`src/rtl/srf_pkg.sv`:
```
package srf_pkg;

    localparam int BYTE_W   = 8;
    localparam int NUM_CMD  = 9;

    localparam int SLOT_VEC   = 2;
    localparam int SLOT_MIC   = 9;
    localparam int SLOT_IPEND = 3;
    localparam int SLOT_IECTL = 15;
    localparam int SLOT_BRLO  = 12;
    localparam int SLOT_BRHI  = 13;
    localparam logic [BYTE_W-1:0] IECTL_RD_MASK = 8'hFA;

    typedef enum logic [2:0] {
        CMD_NONE     = 3'd0,
        CMD_POINT_HI = 3'd1,
        CMD_RST_EXT  = 3'd2,
        CMD_ABORT    = 3'd3,
        CMD_ARM_RX   = 3'd4,
        CMD_CLR_TXP  = 3'd5,
        CMD_CLR_ERR  = 3'd6,
        CMD_CLR_IUS  = 3'd7
    } cmd_e;

    typedef enum logic [1:0] {
        RST_NONE   = 2'd0,
        RST_RX_CRC = 2'd1,
        RST_TX_CRC = 2'd2,
        RST_TX_EOM = 2'd3
    } rst_e;

    typedef enum logic {
        PTR_ZERO  = 1'b0,
        PTR_ARMED = 1'b1
    } ptr_state_e;

    function automatic logic [3:0] target_of(input logic [BYTE_W-1:0] b);
        return {(cmd_e'(b[5:3]) == CMD_POINT_HI), b[2:0]};
    endfunction

endpackage

```
`src/rtl/srf_ptr_fsm.sv`:
```
module srf_ptr_fsm
    import srf_pkg::*;
#(
    parameter int IDXW = 4
) (
    input  logic              clk,
    input  logic              rst_n,
    input  logic              acc_i,
    input  logic              we_i,
    input  logic [BYTE_W-1:0] byte_i,
    output logic [IDXW-1:0]   sel_o,
    output logic              reg_wr_o,
    output logic              cmd_fire_o
);

    ptr_state_e          state_q, state_d;
    logic [IDXW-1:0]     ptr_q, ptr_d;
    logic [IDXW-1:0]     target;

    assign target = IDXW'(target_of(byte_i));

    // state register
    always_ff @(posedge clk or negedge rst_n) begin
        if (!rst_n) begin
            state_q <= PTR_ZERO;
            ptr_q   <= '0;
        end else begin
            state_q <= state_d;
            ptr_q   <= ptr_d;
        end
    end

    // next state
    always_comb begin
        state_d = state_q;
        ptr_d   = ptr_q;
        unique case (state_q)
            PTR_ZERO: begin
                if (acc_i && we_i && (target != '0)) begin
                    state_d = PTR_ARMED;
                    ptr_d   = target;
                end
            end
            PTR_ARMED: begin
                if (acc_i) begin
                    state_d = PTR_ZERO;
                    ptr_d   = '0;
                end
            end
        endcase
    end

    // outputs
    always_comb begin
        sel_o      = '0;
        reg_wr_o   = 1'b0;
        cmd_fire_o = 1'b0;
        unique case (state_q)
            PTR_ZERO: begin
                cmd_fire_o = acc_i && we_i;
            end
            PTR_ARMED: begin
                sel_o    = ptr_q;
                reg_wr_o = acc_i && we_i;
            end
        endcase
    end

endmodule

```
`src/rtl/srf_cmd_decode.sv`:
```
module srf_cmd_decode
    import srf_pkg::*;
(
    input  logic               clk,
    input  logic               rst_n,
    input  logic               fire_i,
    input  logic [BYTE_W-1:0]  byte_i,
    output logic [NUM_CMD-1:0] pulse_o
);

    logic [NUM_CMD-1:0] hit;

    always_comb begin
        hit = '0;
        if (fire_i) begin
            unique case (cmd_e'(byte_i[5:3]))
                CMD_NONE,
                CMD_POINT_HI: ;
                CMD_RST_EXT:  hit[0] = 1'b1;
                CMD_ABORT:    hit[1] = 1'b1;
                CMD_ARM_RX:   hit[2] = 1'b1;
                CMD_CLR_TXP:  hit[3] = 1'b1;
                CMD_CLR_ERR:  hit[4] = 1'b1;
                CMD_CLR_IUS:  hit[5] = 1'b1;
            endcase
            unique case (rst_e'(byte_i[7:6]))
                RST_NONE:   ;
                RST_RX_CRC: hit[6] = 1'b1;
                RST_TX_CRC: hit[7] = 1'b1;
                RST_TX_EOM: hit[8] = 1'b1;
            endcase
        end
    end

    always_ff @(posedge clk or negedge rst_n) begin
        if (!rst_n) pulse_o <= '0;
        else        pulse_o <= hit;
    end

endmodule

```
`src/rtl/srf_wreg_file.sv`:
```
module srf_wreg_file
    import srf_pkg::*;
#(
    parameter int NREG = 16,
    parameter int DW   = 8,
    localparam int IDXW = $clog2(NREG)
) (
    input  logic                 clk,
    input  logic                 rst_n,
    input  logic [1:0]           we_i,
    input  logic [IDXW-1:0]      sel_i [2],
    input  logic [DW-1:0]        wdata_i,
    output logic [NREG*DW-1:0]   wreg_o [2]
);

    logic [DW-1:0] shared_q [2];
    logic [DW-1:0] slot     [2][NREG];

    for (genvar s = 0; s < 2; s++) begin : g_shared
        localparam int IDX = (s == 0) ? SLOT_VEC : SLOT_MIC;
        logic hit;
        assign hit = (we_i[0] && sel_i[0] == IDXW'(IDX)) ||
                     (we_i[1] && sel_i[1] == IDXW'(IDX));
        always_ff @(posedge clk or negedge rst_n) begin
            if (!rst_n)   shared_q[s] <= '0;
            else if (hit) shared_q[s] <= wdata_i;
        end
    end

    for (genvar c = 0; c < 2; c++) begin : g_chan
        for (genvar r = 0; r < NREG; r++) begin : g_reg
            if (r == 0) begin : g_cmd
                assign slot[c][r] = '0;
            end else if (r == SLOT_VEC) begin : g_vec
                assign slot[c][r] = shared_q[0];
            end else if (r == SLOT_MIC) begin : g_mic
                assign slot[c][r] = shared_q[1];
            end else begin : g_priv
                logic [DW-1:0] q;
                always_ff @(posedge clk or negedge rst_n) begin
                    if (!rst_n)
                        q <= '0;
                    else if (we_i[c] && sel_i[c] == IDXW'(r))
                        q <= wdata_i;
                end
                assign slot[c][r] = q;
            end
            assign wreg_o[c][r*DW +: DW] = slot[c][r];
        end
    end

endmodule

```
`src/rtl/srf_read_mux.sv`:
```
module srf_read_mux
    import srf_pkg::*;
#(
    parameter int NREG      = 16,
    parameter int DW        = 8,
    parameter bit IS_CHAN_A = 1'b1,
    localparam int IDXW = $clog2(NREG)
) (
    input  logic [IDXW-1:0]    sel_i,
    input  logic [NREG*DW-1:0] wreg_i,
    input  logic [NREG*DW-1:0] stat_i,
    output logic [DW-1:0]      rd_o
);

    logic [DW-1:0] vec_rd;
    logic [DW-1:0] ipend_rd;

    if (IS_CHAN_A) begin : g_chan_a
        assign vec_rd   = wreg_i[SLOT_VEC*DW +: DW];
        assign ipend_rd = stat_i[SLOT_IPEND*DW +: DW];
    end else begin : g_chan_b
        assign vec_rd   = stat_i[SLOT_VEC*DW +: DW];
        assign ipend_rd = '0;
    end

    always_comb begin
        case (int'(sel_i))
            SLOT_VEC:   rd_o = vec_rd;
            SLOT_IPEND: rd_o = ipend_rd;
            SLOT_IECTL: rd_o = wreg_i[SLOT_IECTL*DW +: DW] & DW'(IECTL_RD_MASK);
            SLOT_BRLO,
            SLOT_BRHI:  rd_o = wreg_i[sel_i*DW +: DW];
            default:    rd_o = stat_i[sel_i*DW +: DW];
        endcase
    end

endmodule

```
`src/rtl/dual_ser_regfront.sv`:
```
module dual_ser_regfront
    import srf_pkg::*;
#(
    parameter int NREG = 16,
    parameter int DW   = 8,
    localparam int IDXW = $clog2(NREG)
) (
    input  logic                clk,
    input  logic                rst_n,
    input  logic                bus_en_i,
    input  logic                bus_we_i,
    input  logic                bus_ch_i,
    input  logic [DW-1:0]       bus_wdata_i,
    output logic [DW-1:0]       bus_rdata_o,
    output logic                bus_rvalid_o,
    input  logic [NREG*DW-1:0]  stat_a_i,
    input  logic [NREG*DW-1:0]  stat_b_i,
    output logic [NREG*DW-1:0]  wreg_a_o,
    output logic [NREG*DW-1:0]  wreg_b_o,
    output logic [NUM_CMD-1:0]  cmd_a_o,
    output logic [NUM_CMD-1:0]  cmd_b_o
);

    logic [1:0]           acc;
    logic [1:0]           reg_wr;
    logic [1:0]           fire;
    logic [IDXW-1:0]      sel   [2];
    logic [NREG*DW-1:0]   wreg  [2];
    logic [NREG*DW-1:0]   stat  [2];
    logic [DW-1:0]        rd    [2];
    logic [NUM_CMD-1:0]   pulse [2];

    assign stat[0] = stat_a_i;
    assign stat[1] = stat_b_i;

    for (genvar c = 0; c < 2; c++) begin : g_ch
        assign acc[c] = bus_en_i && (bus_ch_i == 1'(c));

        srf_ptr_fsm #(.IDXW(IDXW)) u_fsm (
            .clk        (clk),
            .rst_n      (rst_n),
            .acc_i      (acc[c]),
            .we_i       (bus_we_i),
            .byte_i     (BYTE_W'(bus_wdata_i)),
            .sel_o      (sel[c]),
            .reg_wr_o   (reg_wr[c]),
            .cmd_fire_o (fire[c])
        );

        srf_cmd_decode u_dec (
            .clk     (clk),
            .rst_n   (rst_n),
            .fire_i  (fire[c]),
            .byte_i  (BYTE_W'(bus_wdata_i)),
            .pulse_o (pulse[c])
        );

        srf_read_mux #(.NREG(NREG), .DW(DW), .IS_CHAN_A(c == 0)) u_rd (
            .sel_i  (sel[c]),
            .wreg_i (wreg[c]),
            .stat_i (stat[c]),
            .rd_o   (rd[c])
        );
    end

    srf_wreg_file #(.NREG(NREG), .DW(DW)) u_wregs (
        .clk     (clk),
        .rst_n   (rst_n),
        .we_i    (reg_wr),
        .sel_i   (sel),
        .wdata_i (bus_wdata_i),
        .wreg_o  (wreg)
    );

    always_ff @(posedge clk or negedge rst_n) begin
        if (!rst_n) begin
            bus_rdata_o  <= '0;
            bus_rvalid_o <= 1'b0;
        end else begin
            bus_rvalid_o <= bus_en_i && !bus_we_i;
            if (bus_en_i && !bus_we_i)
                bus_rdata_o <= rd[bus_ch_i];
        end
    end

    assign wreg_a_o = wreg[0];
    assign wreg_b_o = wreg[1];
    assign cmd_a_o  = pulse[0];
    assign cmd_b_o  = pulse[1];

endmodule

```
`config.mk`:
```
export PLATFORM = sky130hd
export DESIGN_NAME = dual_ser_regfront
export DESIGN_NICKNAME = d
export VERILOG_FILES = /design/src/rtl/srf_pkg.sv /design/src/rtl/srf_ptr_fsm.sv /design/src/rtl/srf_cmd_decode.sv /design/src/rtl/srf_wreg_file.sv /design/src/rtl/srf_read_mux.sv /design/src/rtl/dual_ser_regfront.sv
export SDC_FILE = /design/constraint.sdc
export NUM_CORES = 1
export LEC_CHECK = 0
export BUFFER_PORTS_ARGS = -buffer_cell sky130_fd_sc_hd__buf_2
export CORE_AREA = 2 2 214 216
export CTS_CLUSTER_DIAMETER = 120
export CTS_CLUSTER_SIZE = 16
export DETAILED_ROUTE_END_ITERATION = 8
export DIE_AREA = 0 0 216 218
export GPL_TIMING_DRIVEN = 0
export PLACE_DENSITY_LB_ADDON = 0.15
export SYNTH_ARGS = -nofsm -noshare
export SYNTH_HDL_FRONTEND = slang
export SYNTH_HIERARCHICAL = 1
export SYNTH_SLANG_ARGS = --single-unit
```
`constraint.sdc`:
```
create_clock -name clk -period 5.9 [get_ports clk]
set_input_delay 0.59 -clock clk [delete_from_list [all_inputs] [get_ports clk]]
set_output_delay 0.59 -clock clk [all_outputs]
set_load 0.005 [all_outputs]
```
# Word level (Yosys, flattened, before mapping)
# Cells that the tools add are included.
# totals
register_bits,261
input_bits,269
out_inout_bits,283
wordCells,168
# op_classes
order_cmp,1
n_eq_ne,44
shifts,4
mux,34
n_bitwise,4
n_reduce_logical,45
# ops
op,n
$shiftx 128x8->8,4
$eq 4x4->1 const B,16
$pmux 8 s4,2
$logic_and 1x1->1,37
$eq 4x3->1 const B,8
$mux 4,6
$mux 8,3
$mux 9,2
$mux 1,17
$eq 4x2->1 const B,4
$pmux 4 s2,2
$eq 3x3->1 const B,4
$eq 4x1->1 const B,2
$ne 2x1->1 const B,4
$eq 3x2->1 const B,2
$eq 2x2->1 const B,2
$pmux 1 s2,2
$reduce_and 2->1,2
$reduce_bool 4->1,1
$reduce_or 2->1,2
$eq 3x1->1 const B,1
$not 1->1,3
$eq 2x1->1 const B,1
$ge 2x2->1 const B,1
3 further kinds,4

# Logic depth before layout (Yosys ltp)
# Gate-level depths: netlist of run 1.
# logic_depth
ltp_word,7
ltp_mapped,10
mapped_depth_nobuf,8

# Hierarchy
# Netlist of run 1, hierarchy kept.
# modules_own_cells
mod,n_inst,cells_each,area_per_inst_um2,seq_area_each_um2
srf_wreg_file,1,557,8872.3,5605.4
srf_read_mux at g_ch[0].u_rd,1,146,1233.7,0.0
srf_read_mux at g_ch[1].u_rd,1,158,1214.9,0.0
srf_cmd_decode,2,18,320.3,225.2
srf_ptr_fsm,2,30,289.0,125.1
dual_ser_regfront,1,30,506.7,225.2

# Worst setup path after synthesis of run 1
# No wires, ideal clock.
# synth_path
path_kind,input to register
startpoint,in bus_ch_i
endpoint,reg u_wregs.g_chan[0].g_reg[1].g_priv.q[0]
setup_ns,0.125
t_arrival_ns,2.211
t_required_ns,5.775
setup_slack_ns,3.564
stages,7
n_path_buf,2
cell_sequence,buf_6 -> and2b_2 -> and3_2 -> or3b_4 -> or2_1 -> buf_6 -> mux2_4
# synth_via
elab_chain_len,5
# synth_lines
item,line_no,text
start: declaration,dual_ser_regfront.sv:12,"input logic bus_ch_i,"
$not 1->1,dual_ser_regfront.sv:37,assign acc[c] = bus_en_i && (bus_ch_i == 1'(c));
$logic_and 1x1->1,dual_ser_regfront.sv:37,
net acc[0],dual_ser_regfront.sv:24,logic [1:0] acc;
$logic_and 1x1->1,srf_ptr_fsm.sv:64,reg_wr_o = acc_i && we_i;
$mux 1,srf_ptr_fsm.sv:58,unique case (state_q)
net reg_wr[0],dual_ser_regfront.sv:25,logic [1:0] reg_wr;
$logic_and 1x1->1,srf_wreg_file.sv:43,else if (we_i[c] && sel_i[c] == IDXW'(r))
end signal: assignment,srf_wreg_file.sv:44,q <= wdata_i;
end: declaration,srf_wreg_file.sv:39,logic [DW-1:0] q;
# The timed path passes the listed nets, and every way through them passes these cells.
# A chain may end at the register's enable or synchronous reset.

==> results of run 1 <==
[how the worst min path moves through the flow]
stage	from	endpoint	slack, ns	cells after the start
after floorplan	rst_n	bus_rdata_o[0]$_DFFE_PN0P_	0.29	0
after global placement	u_wregs/g_chan[1].g_reg[8].g_priv.q[2]$_DFFE_PN0P_	u_wregs/g_chan[1].g_reg[8].g_priv.q[2]$_DFFE_PN0P_	0.48	1
after detailed placement	g_ch[0].u_fsm/ptr_q[3]$_DFFE_PN0P_	g_ch[0].u_fsm/ptr_q[3]$_DFFE_PN0P_	0.48	2
after CTS	rst_n	u_wregs/g_chan[0].g_reg[5].g_priv.q[5]$_DFFE_PN0P_	0.01	1
after global routing	rst_n	u_wregs/g_chan[1].g_reg[7].g_priv.q[7]$_DFFE_PN0P_	0.03	1
final	rst_n	u_wregs/g_chan[0].g_reg[5].g_priv.q[7]$_DFFE_PN0P_	0.02	1
[cell families (layout without fill, tap and decap cells)]
kind of cell / Yosys count / in the layout / synth area share [%]
mux: 312 / 312 / 29.8
compound gates: 139 / 139 / 7.32
flops: 261 / 261 / 50.1
other cells: 1 / 18 / 0.0287
buf+inv: 114 / 632 / 5.41
simple gates: 160 / 160 / 7.37
[layout make-up]
class	count	share of cell area, %
well taps	600	4.43
clock buffers	21	3.10
inverters	10	0.222
repair buffers	495	15.0
clock inverters	2	0.0813
plain buffers	104	3.95
diodes	2	0.0296
multi-input cells	627	34.6
flip-flops and latches	261	38.6
[synthesized netlist by cell type, drive strengths merged, types with 5 or more instances]
library cell,count
o221ai,6
nand2,46
dfrtp,261
nor2,30
a21oi,28
or2,5
clkbuf,29
inv,10
a21o,5
and2,10
and3b,6
o22ai,14
mux2i,47
nor3,6
nand2b,10
nand3,8
a211oi,8
o21ai,37
a221oi,5
mux2,240
buf,75
mux4,25
o211ai,5
or3,6
nand3b,6
and4b,6
[metrics by stage]
stage / setup TNS, ns / utilization (%) / worst slack [ns]
2_1_floorplan: 0 / - / 3.56
3_3_place_gp: -203.56 / 36.4 / -0.814
3_5_place_dp: 0 / 36.5 / 2.97
4_1_cts: 0 / 37.7 / 2.95
5_1_grt: 0 / 37.7 / 2.83
6_report: 0 / 37.7 / 3.00
[flip-flops by register name (all words and copies together), names as in the netlist]
| register | flops |
|---|---|
| bus_rdata_o | 8 |
| bus_rvalid_o | 1 |
| g_ch.u_dec/pulse_o | 18 |
| g_ch.u_fsm/ptr_q | 8 |
| g_ch.u_fsm/state_q | 2 |
| u_wregs/g_chan.g.g_priv.q | 208 |
| u_wregs/wreg_o | 16 |
[report_power, final]
| part | internal, mW | switching, mW |
|---|---|---|
| Sequential | 1.86 | 0.0452 |
| Clock | 0.634 | 0.651 |
| Combinational | 0.360 | 0.415 |
[metal layers]
metal | part of all wire (%) | vias to the layer above | GRT usage, %
li1 | - | 4636 | -
met3 | 6.4 | 49 | 4.91
met2 | 50 | 343 | 38.3
met1 | 41 | 5251 | 26.4
met4 | 2.1 | 0 | 5.32
met5 | 0 | - | 0
[layout by cell type (no fill, tap or decap), types with 4 or more instances in the layout]
master	instances
o221ai_1	6
clkbuf_16	21
and2_2	9
a211oi_1	8
mux2i_1	47
nand3b_1	6
and3_2	4
inv_1	9
buf_4	37
a21o_1	5
dfrtp_1	261
clkbuf_1	28
nor2b_1	4
buf_6	11
mux4_2	16
conb_1	16
mux4_1	9
nor2_1	12
nor2_2	18
o21ai_0	26
nor3_1	6
o21ai_1	9
or3_1	6
and3b_2	4
a221oi_1	5
and4b_2	4
a21oi_1	28
nand2b_1	10
o32ai_1	4
nand2_1	46
mux2_4	32
mux2_2	208
o21a_1	4
buf_2	516
o22ai_1	12
nand3_1	8
o211ai_1	5
==> out/metrics.cfg, run 1 <==
[global_route]
antenna_found_initial = 4
grt_max_degree = 106
grt_pass1_vias = 10700
grt_use_total_pct = 21.5
overflow = 0
grt_pass1_wl_mm = 74.8

[final_layout]
fillers = 4530
regArea_um2 = 6530
final_nets = 1788
fin_area_um2 = 16900
fin_cells = 2122
layout-drive-gt1-share_pct = 59.4
multi_input_area_um2 = 5870
syn_to_final_growth_pct = 29.8

[outcome]
status = finished, final reports clean

[timing]
max_freq_mhz = 345
period_needed_ns = 2.90
period_share_pct = 49.1
relSlewSlack_pct = 32.4
worstMarginPinSlew_ns = 1.01
fin_hold_ws_ns = 0.0236
finalSetupViolations = 0
hold_viol_final = 0
clock_skew_ns = 0.0186
rsz0062_at_grt = no
maxSlewViolCount = 0

[setup_path]
start_kind = register
rr_worst_depth = 9
path_buf_inv = 2
crit_family = buffers and inverters
cpMaxStageDelayCell = dfrtp_1
cp-startpoint = g_ch[0].u_fsm/state_q$_DFF_PN0_
crit_path_end = bus_rdata_o[1]$_DFFE_PN0P_
cpPeakStageDelay_ns = 0.45
required_ns = 6.31
crit_arrival_ns = 3.30
cp-end-kind = register
reg2reg_slack_ns = 3.00
r2r_end = bus_rdata_o[1]$_DFFE_PN0P_
cp_num_cells = 9
crit_type = register to register
path_cells = and2_2 > buf_2 > clkbuf_1 > nand3b_1 > o22ai_1 > a221oi_1 > o21ai_0 > mux2_4 > mux2_4
r2r-start = g_ch[0].u_fsm/state_q$_DFF_PN0_
cp_common_cell = mux2_4
cp_max_fo = 10

[synth]
synthFlopType = dfrtp_1
synth_top_area_share_pct = 50.1
synth_cells = 987
yosys.area.top_type = dfrtp_1
synth_edf_count = 0
yosys_warnings = 6
ys_async_sr_fraction_pct = 100
syn_area_um2 = 13000
ys_types = 70
ys_seq_area_share_pct = 50.1
netlist_top_cells_area = dfrtp_1 50%, mux2_2 18%, mux2_4 3.7%
syn_area_per_cell_um2 = 13.2
synth-seq-cells = 261

[clocking]
clockBufferDepth = 3
clock-sinks = 261
cts_hold_buf = 0
htreeDepth = 1
cts-root-buf = clkbuf_16
cts-buffers-inserted = 20
worst_skew_pair.late_latency_ns = 0.53
post_cts_buffers = 0
path_clk_slew_ns = 0.08
postCtsResizedCells = 0
cts_tree = yes

[route]
drc = 0
vias = 10300
drt_first_pass_iters = 4
via_per_inst = 4.84
postRouteAntennaNets = 0
wl_per_cell_um = 24.5
wl_mm = 51.9
drt-initial-drc-count = 583

[floorplan]
num_io_pins = 552
num_rows = 78
dieWidth_um = 216
start_util_pct = 29.1
die_y_um = 218
core_area_um2 = 44900
die_area_um2 = 47100

[placed_design]
placedCellCount = 2097
post_dp_cell_area_um2 = 16400
gp_congestion = 0.901
numPortBuffers = 493
dp_hpwl_mm = 39.4

[power_and_ir_drop]
p_leak_nw = 9.01
total_power_mw = 3.97
vdd_ir_drop_max_mv = 0.122
power_per_cell_area_nw_per_um2 = 234

[run]
maxCapViolCount = 0

[hold_path]
hp-class = input pin to async pin

(Power assumes the default switching activity.)
==> inputs of run 2 (changes only) <==
--- a/config.mk
+++ b/config.mk
@@ -6,11 +6,11 @@
 export NUM_CORES = 1
 export LEC_CHECK = 0
 export BUFFER_PORTS_ARGS = -buffer_cell sky130_fd_sc_hd__buf_2
-export CORE_AREA = 2 2 214 216
+export CORE_AREA = 2 2 215 217
 export CTS_CLUSTER_DIAMETER = 120
 export CTS_CLUSTER_SIZE = 16
 export DETAILED_ROUTE_END_ITERATION = 8
-export DIE_AREA = 0 0 216 218
+export DIE_AREA = 0 0 217 219
 export GPL_TIMING_DRIVEN = 0
 export PLACE_DENSITY_LB_ADDON = 0.15
 export SYNTH_ARGS = -nofsm -noshare
==> constraint.sdc (replaced) <==
create_clock -name clk -period 2.6 [get_ports clk]
set_input_delay 0.26 -clock clk [delete_from_list [all_inputs] [get_ports clk]]
set_output_delay 0.26 -clock clk [all_outputs]
set_load 0.005 [all_outputs]
==> run 2 against run 1 <==
Maximum frequency up 13%. Worst setup slack worse by 3.0 ns. First-iteration DRC count fell by 13%. Largest cell class unchanged. Power is 130% higher. Via count is 0.36% lower.
==> out/metrics.cfg, run 2 (synthesis results as in run 1) <==
[final_layout]
syn_to_final_growth_pct = 31.8
layout-drive-gt1-share_pct = 60.9  ; +1.5 points
fin_area_um2 = 17200  ; +1.6%
final_cell_mix = 511 x buf_2, 260 x dfrtp_1, 208 x mux2_2
layout_commonest_cell = buf_2
n_antenna_cell = 0  ; -2
final_nets = 1797  ; +0.50%
largest-register = u_wregs/g_chan.g.g_priv.q
largest_register_ffs = 208  ; unchanged

[route]
drt_first_pass_iters = 4  ; unchanged
wl_per_cell_um = 24.4  ; -0.42%
postRouteAntennaNets = 0  ; unchanged
wl_mm = 51.9  ; about the same
drc = 0  ; unchanged
drt-initial-drc-count = 509  ; -13%
via_per_inst = 4.81  ; -0.69%
vias = 10200  ; -0.36%

[placed_design]
gp_congestion = 0.908  ; +0.69%
pre_cts_slack_ns = -0.269  ; -3.23 ns
post_dp_cell_area_um2 = 16400  ; unchanged
dp_hpwl_mm = 39.4  ; +0.13%
numPortBuffers = 493  ; unchanged

[clocking]
htreeDepth = 1  ; unchanged
worst_skew_pair.late_latency_ns = 0.52  ; about the same
cts_tree = yes
clock-sinks = 261  ; unchanged
path_clk_slew_ns = 0.08  ; about the same
cts-buffers-inserted = 20  ; unchanged
cts-root-buf = clkbuf_16
clockBufferDepth = 3  ; unchanged

[power_and_ir_drop]
power_per_cell_area_nw_per_um2 = 528  ; +130%
total_power_mw = 9.08  ; +130%
p_leak_nw = 9.11  ; +1.1%
vdd_ir_drop_max_mv = 0.283  ; +130%

[floorplan]
num_io_pins = 552  ; unchanged
core_area_um2 = 45100  ; +0.43%
num_rows = 78  ; unchanged
dieWidth_um = 217  ; +0.46%
die_area_um2 = 47500  ; +0.92%
start_util_pct = 28.9  ; -0.13 points
die_y_um = 219  ; +0.46%

[timing]
hold_viol_final = 0  ; unchanged
period_share_pct = 98.5  ; +49 points
worstMarginPinSlew_ns = 1.09  ; +0.0762 ns
finalSetupViolations = 0  ; unchanged
maxSlewViolCount = 0  ; unchanged
relSlewSlack_pct = 27.3  ; -5.1 points
period_needed_ns = 2.56  ; -0.335 ns
layout_setup_ws_ns = 0.0394  ; -2.97 ns
clock_skew_ns = 0.0181  ; -0.000555 ns
fin_hold_ws_ns = 0.0346  ; +0.0110 ns
rsz0062_at_grt = yes
max_freq_mhz = 391  ; +13%

[global_route]
grt_use_met3_pct = 4.48  ; -0.43 points
overflow = 0  ; unchanged
grtUsageMet1_pct = 25.7  ; -0.69 points
grt_use_total_pct = 21.1  ; -0.49 points
grt_pass1_vias = 10500  ; -1.6%
grt_pass1_wl_mm = 73.4  ; -1.9%
grt_max_degree = 104  ; -1.9%
grt_busiest_layer = met2
gr-usage-met2_pct = 38.2  ; -0.13 points
antenna_found_initial = 4  ; unchanged

[setup_path]
crit_type = register to register
cp-end-kind = register
cp_common_cell = mux2_4
crit_arrival_ns = 2.96  ; -0.34 ns
crit_family = multiplexers
cpMaxStageDelayCell = mux4_2
path_cells = and2_2 > buf_6 > o21a_1 > mux4_2 > a32oi_1 > a22oi_1 > mux2_4 > mux2_4
cpPeakStageDelay_ns = 0.49  ; +0.04 ns
required_ns = 3.00  ; -3.31 ns
start_kind = register
cp_max_fo = 10  ; unchanged
path_buf_inv = 1  ; -1

[run]
maxCapViolCount = 0  ; unchanged

[outcome]
status = finished, final reports clean

[hold_path]
hp-class = input pin to register

==> run 2: changes by cell type in the layout (fill, tap and decap cells not counted), sizes merged <==
cell         before  now
buf             570  576
clkbuf           50   52
clkinvlp          0    1
diode             2    0
dlygate4sd3       0    1
inv              11   10
==> run 2: path summary, 6_finish.rpt <==
path                       slack, ns                                                from                                                 end  cells past startpoint
max                             0.04                     g_ch[1].u_fsm/state_q$_DFF_PN0_                          bus_rdata_o[5]$_DFFE_PN0P_                      8
min                             0.03                                      bus_wdata_i[2]                  g_ch[1].u_fsm/ptr_q[2]$_DFFE_PN0P_                      3
max reg2reg                     0.04                     g_ch[1].u_fsm/state_q$_DFF_PN0_                          bus_rdata_o[5]$_DFFE_PN0P_                      8
min reg2reg                     0.50  u_wregs/g_chan[1].g_reg[4].g_priv.q[7]$_DFFE_PN0P_  u_wregs/g_chan[1].g_reg[4].g_priv.q[7]$_DFFE_PN0P_                      1
max in group asynchronous       1.42                                               rst_n                          bus_rdata_o[5]$_DFFE_PN0P_                      3
min in group asynchronous       0.26                                               rst_n  u_wregs/g_chan[1].g_reg[7].g_priv.q[0]$_DFFE_PN0P_                      2
==> run 2: power by group <==
| group | internal (mW) | switching, mW |
|---|---|---|
| Combinational | 0.884 | 0.974 |
| Clock | 1.44 | 1.46 |
| Sequential | 4.23 | 0.104 |
==> run 2: routing by layer <==
| layer | vias up | part of all wire [%] |
|---|---|---|
| met5 | - | 0.015 |
| met4 | 2 | 1.8 |
| met3 | 52 | 6.2 |
| met2 | 362 | 51 |
| met1 | 5163 | 40 |
| li1 | 4663 | - |
==> run 2: final cells by class <==
cell class	instances	area, µm²
Clock inverter	2	13.8
Multi-Input combinational cell	627	5950
Clock buffer	21	526
Tap cell	600	751
Timing Repair Buffer	505	2650
Sequential cell	261	6530
Inverter	10	41.3
Fill cell	4538	27900
Buffer	103	737
==> run 2: worst reg2reg max path, cell delays in order (launching register included) <==
cell and delay (ns):
dfrtp_2 0.44, and2_2 0.22, buf_6 0.16, o21a_1 0.20, mux4_2 0.49, a32oi_1 0.21, a22oi_1 0.18, mux2_4 0.28
mux2_4 0.26
==> run 2: metrics by stage <==
| step | utilization [%] | std cells | setup TNS, ns |
|---|---|---|---|
| final | 38.1 | 2129 | 0 |
| after global routing | 38.1 | 2129 | -0.0672 |
| after CTS | 37.7 | 2122 | 0 |
| after detailed placement | 36.3 | 2097 | -1.65 |
| after global placement | 36.2 | 2095 | -984.26 |
| after floorplan | - | 1002 | 0 |
==> run 2: timing repair <==
action / 4_1_cts / 5_1_grt
hold buffers: 1 / 0
pin swaps: 2 / 4
hold endpoints to repair: 65 / 0
buffers inserted: 1 / 6
gates cloned: 0 / 2
gates resized for setup: 22 / 29
setup endpoints to repair: 8 / 8
==> inputs of run 3 (changes only) <==
--- a/config.mk
+++ b/config.mk
@@ -5,7 +5,7 @@
 export SDC_FILE = /design/constraint.sdc
 export NUM_CORES = 1
 export LEC_CHECK = 0
-export BUFFER_PORTS_ARGS = -buffer_cell sky130_fd_sc_hd__buf_2
+export BUFFER_PORTS_ARGS = -buffer_cell sky130_fd_sc_hd__buf_4
 export CORE_AREA = 2 2 215 217
 export CTS_CLUSTER_DIAMETER = 120
 export CTS_CLUSTER_SIZE = 16
==> run 3 against run 2 <==
Clock power rose by 4%. Die area is the same. Utilization rose by 2.6 points. Sequential power is essentially flat. Worst setup slack gained 0.037 ns. Largest power group unchanged. Combinational power rose by 8%. Maximum frequency up 1.5%. Final cell count decreased by 0.28%. Critical path type unchanged. Count of clock-buffer cells in the layout is the same. Sequential share of layout area shrank 2.4 points.
==> out/metrics.cfg, run 3 (synthesis results as in run 1) <==
[outcome]
status = finished, final reports clean

[route]
wl_mm = 52.6  ; +1.5%
wl_per_cell_um = 24.8  ; +1.8%
vias = 10300  ; +0.30%
postRouteAntennaNets = 0  ; unchanged
drt_first_pass_iters = 5  ; +1
drt-initial-drc-count = 552  ; +8.4%
drc = 0  ; unchanged
via_per_inst = 4.84  ; +0.59%

[setup_path]
cp-startpoint = g_ch[0].u_fsm/state_q$_DFF_PN0_
cp_max_fo = 10  ; unchanged
cpPeakStageDelay_ns = 0.42  ; -0.07 ns
reg2reg_slack_ns = 0.08  ; +0.04 ns
cp_common_cell = buf_12
r2r-start = g_ch[0].u_fsm/state_q$_DFF_PN0_
cpMaxStageDelayCell = dfrtp_2
cp-end-kind = register
path_cells = and2_4 > buf_12 > buf_12 > buf_12 > mux2i_4 > o22ai_1 > a221oi_1 > o21ai_1 > mux2_4 > mux2_4
crit_arrival_ns = 2.92  ; -0.04 ns
required_ns = 3.00  ; about the same
crit_type = register to register
start_kind = register

[floorplan]
die_area_um2 = 47500  ; unchanged
core_area_um2 = 45100  ; unchanged
num_io_pins = 552  ; unchanged
die_y_um = 219  ; unchanged
num_rows = 78  ; unchanged
dieWidth_um = 217  ; unchanged
start_util_pct = 28.9  ; unchanged

[timing]
finalSetupViolations = 0  ; unchanged
clock_skew_ns = 0.0280  ; +0.00993 ns
relSlewSlack_pct = 30.4  ; +3.1 points
period_share_pct = 97.1  ; -1.4 points
fin_hold_ws_ns = 0.0341  ; -0.000495 ns
period_needed_ns = 2.52  ; -0.0371 ns
hold_viol_final = 0  ; unchanged
worstMarginPinSlew_ns = 1.04  ; -0.0471 ns
maxSlewViolCount = 0  ; unchanged
rsz0062_at_grt = yes
max_freq_mhz = 396  ; +1.5%

[clocking]
cts_tree = yes
clock-sinks = 261  ; unchanged
cts-buffers-inserted = 20  ; unchanged
htreeDepth = 1  ; unchanged
clockBufferDepth = 3  ; unchanged
worst_skew_pair.late_latency_ns = 0.53  ; about the same
cts-root-buf = clkbuf_16
path_clk_slew_ns = 0.08  ; about the same

[run]
maxCapViolCount = 0  ; unchanged

[global_route]
grt_pass1_wl_mm = 74.5  ; +1.6%
grt_use_met3_pct = 5.18  ; +0.71 points
overflow = 0  ; unchanged
grt_pass1_vias = 10600  ; +0.81%
antenna_found_initial = 5  ; +1
grt_busiest_layer = met2
grt_use_total_pct = 21.4  ; +0.32 points
gr-usage-met2_pct = 38.9  ; +0.79 points
grt_max_degree = 105  ; +0.96%
grtUsageMet1_pct = 25.4  ; -0.29 points

[placed_design]
numPortBuffers = 493  ; unchanged
gp_congestion = 0.893  ; -1.6%
dp_hpwl_mm = 39.9  ; +1.4%

[final_layout]
layout-drive-gt1-share_pct = 60.7  ; -0.14 points
largest_register_ffs = 208  ; unchanged
layout_commonest_cell = buf_4
final_nets = 1789  ; -0.45%
largest-register = u_wregs/g_chan.g.g_priv.q
final_cell_mix = 534 x buf_4, 259 x dfrtp_1, 208 x mux2_2
syn_to_final_growth_pct = 40.9

[power_and_ir_drop]
total_power_mw = 9.36  ; +3.0%
p_leak_nw = 9.24  ; +1.4%
pwr-share-comb_pct = 21.5  ; +1.0 points
power_per_cell_area_nw_per_um2 = 509  ; -3.6%
power_switching_mw = 2.55  ; +0.57%
sequentialPowerShare_pct = 46.3  ; -1.4 points
p_int_mw = 6.81  ; +4.0%
p_clk_share_pct = 32.2  ; +0.3 points
switching_share_pct = 27.3  ; -0.67 points
vdd_ir_drop_max_mv = 0.390  ; +38%

[hold_path]
hp-class = input pin to register
hp-start = bus_wdata_i[0]

[run 3: cell types whose count changed in the layout (fill, tap and decap cells not counted), sizes merged]
cell,delta
dlygate4sd3,+1
diode,+2
inv,+1
buf,-6
clkinv,-1
clkbuf,-3
bufinv,+1
clkinvlp,-1
[run 3: repair_timing]
action	CTS	global route
pin swaps	0	3
setup buffers	1	0
endpoints found under the hold margin	61	0
hold buffers	2	0
resized for setup	24	25
setup endpoints to repair	8	8
[run 3: cell type report]
class	count	area, µm²
multi-input combinational	627	5980
antenna	2	5.00
inverter	10	37.5
buffer	102	714
clock buffer	21	526
tap	600	751
clock inverter	2	38.8
timing repair buffer	498	3790
sequential	261	6530
fill	4405	26700
[run 3: per-layer routing]
layer | vias to the layer above | routed length, µm
li1 | 4634 | -
met1 | 5239 | 20800
met2 | 343 | 27300
met3 | 53 | 3560
met4 | 4 | 908
met5 | - | 27
[run 3: power by group through the flow]
stage | Sequential (mW) | Combinational, mW | Clock (mW)
global route | 4.36 | 2.15 | 3.32
global placement | 4.41 | 1.94 | 0
floorplan | 4.40 | 0.904 | 0
finish | 4.34 | 2.01 | 3.01
CTS | 4.34 | 2.01 | 3.16
detailed placement | 4.41 | 1.97 | 0
[run 3: stage by stage]
step / setup WS (ns) / std cells / instance area, µm² / setup TNS (ns) / util (%)
5_1_grt: -0.0135 / 2122 / 18400 / -0.0178 / 40.8
6_report: 0.0765 / 2123 / 18400 / 0 / 40.8
3_3_place_gp: -1.11 / 2095 / 17600 / -278.75 / 38.9
4_1_cts: 0.00952 / 2122 / 18300 / 0 / 40.6
2_1_floorplan: 0.320 / 1002 / 13100 / 0 / -
3_5_place_dp: -0.242 / 2097 / 17600 / -1.58 / 39.1
[run 3: worst paths after layout]
check | depth (start not counted) | endpoint
max in group asynchronous | 4 | g_ch[0].u_fsm/state_q$_DFF_PN0_
hold reg to reg | 2 | g_ch[1].u_fsm/ptr_q[3]$_DFFE_PN0P_
setup reg to reg | 10 | bus_rdata_o[5]$_DFFE_PN0P_
min in group asynchronous | 2 | u_wregs/g_chan[1].g_reg[3].g_priv.q[7]$_DFFE_PN0P_
hold / removal | 3 | g_ch[1].u_fsm/ptr_q[0]$_DFFE_PN0P_
setup / recovery | 10 | bus_rdata_o[5]$_DFFE_PN0P_
[run 3: worst max-delay path: cells and delay by family, from the launching register on]
family	cells	cell delay, ns
simple gates	1	0.21
buf+inv	3	0.48
flops	1	0.42
mux	3	0.78
compound gates	3	0.50
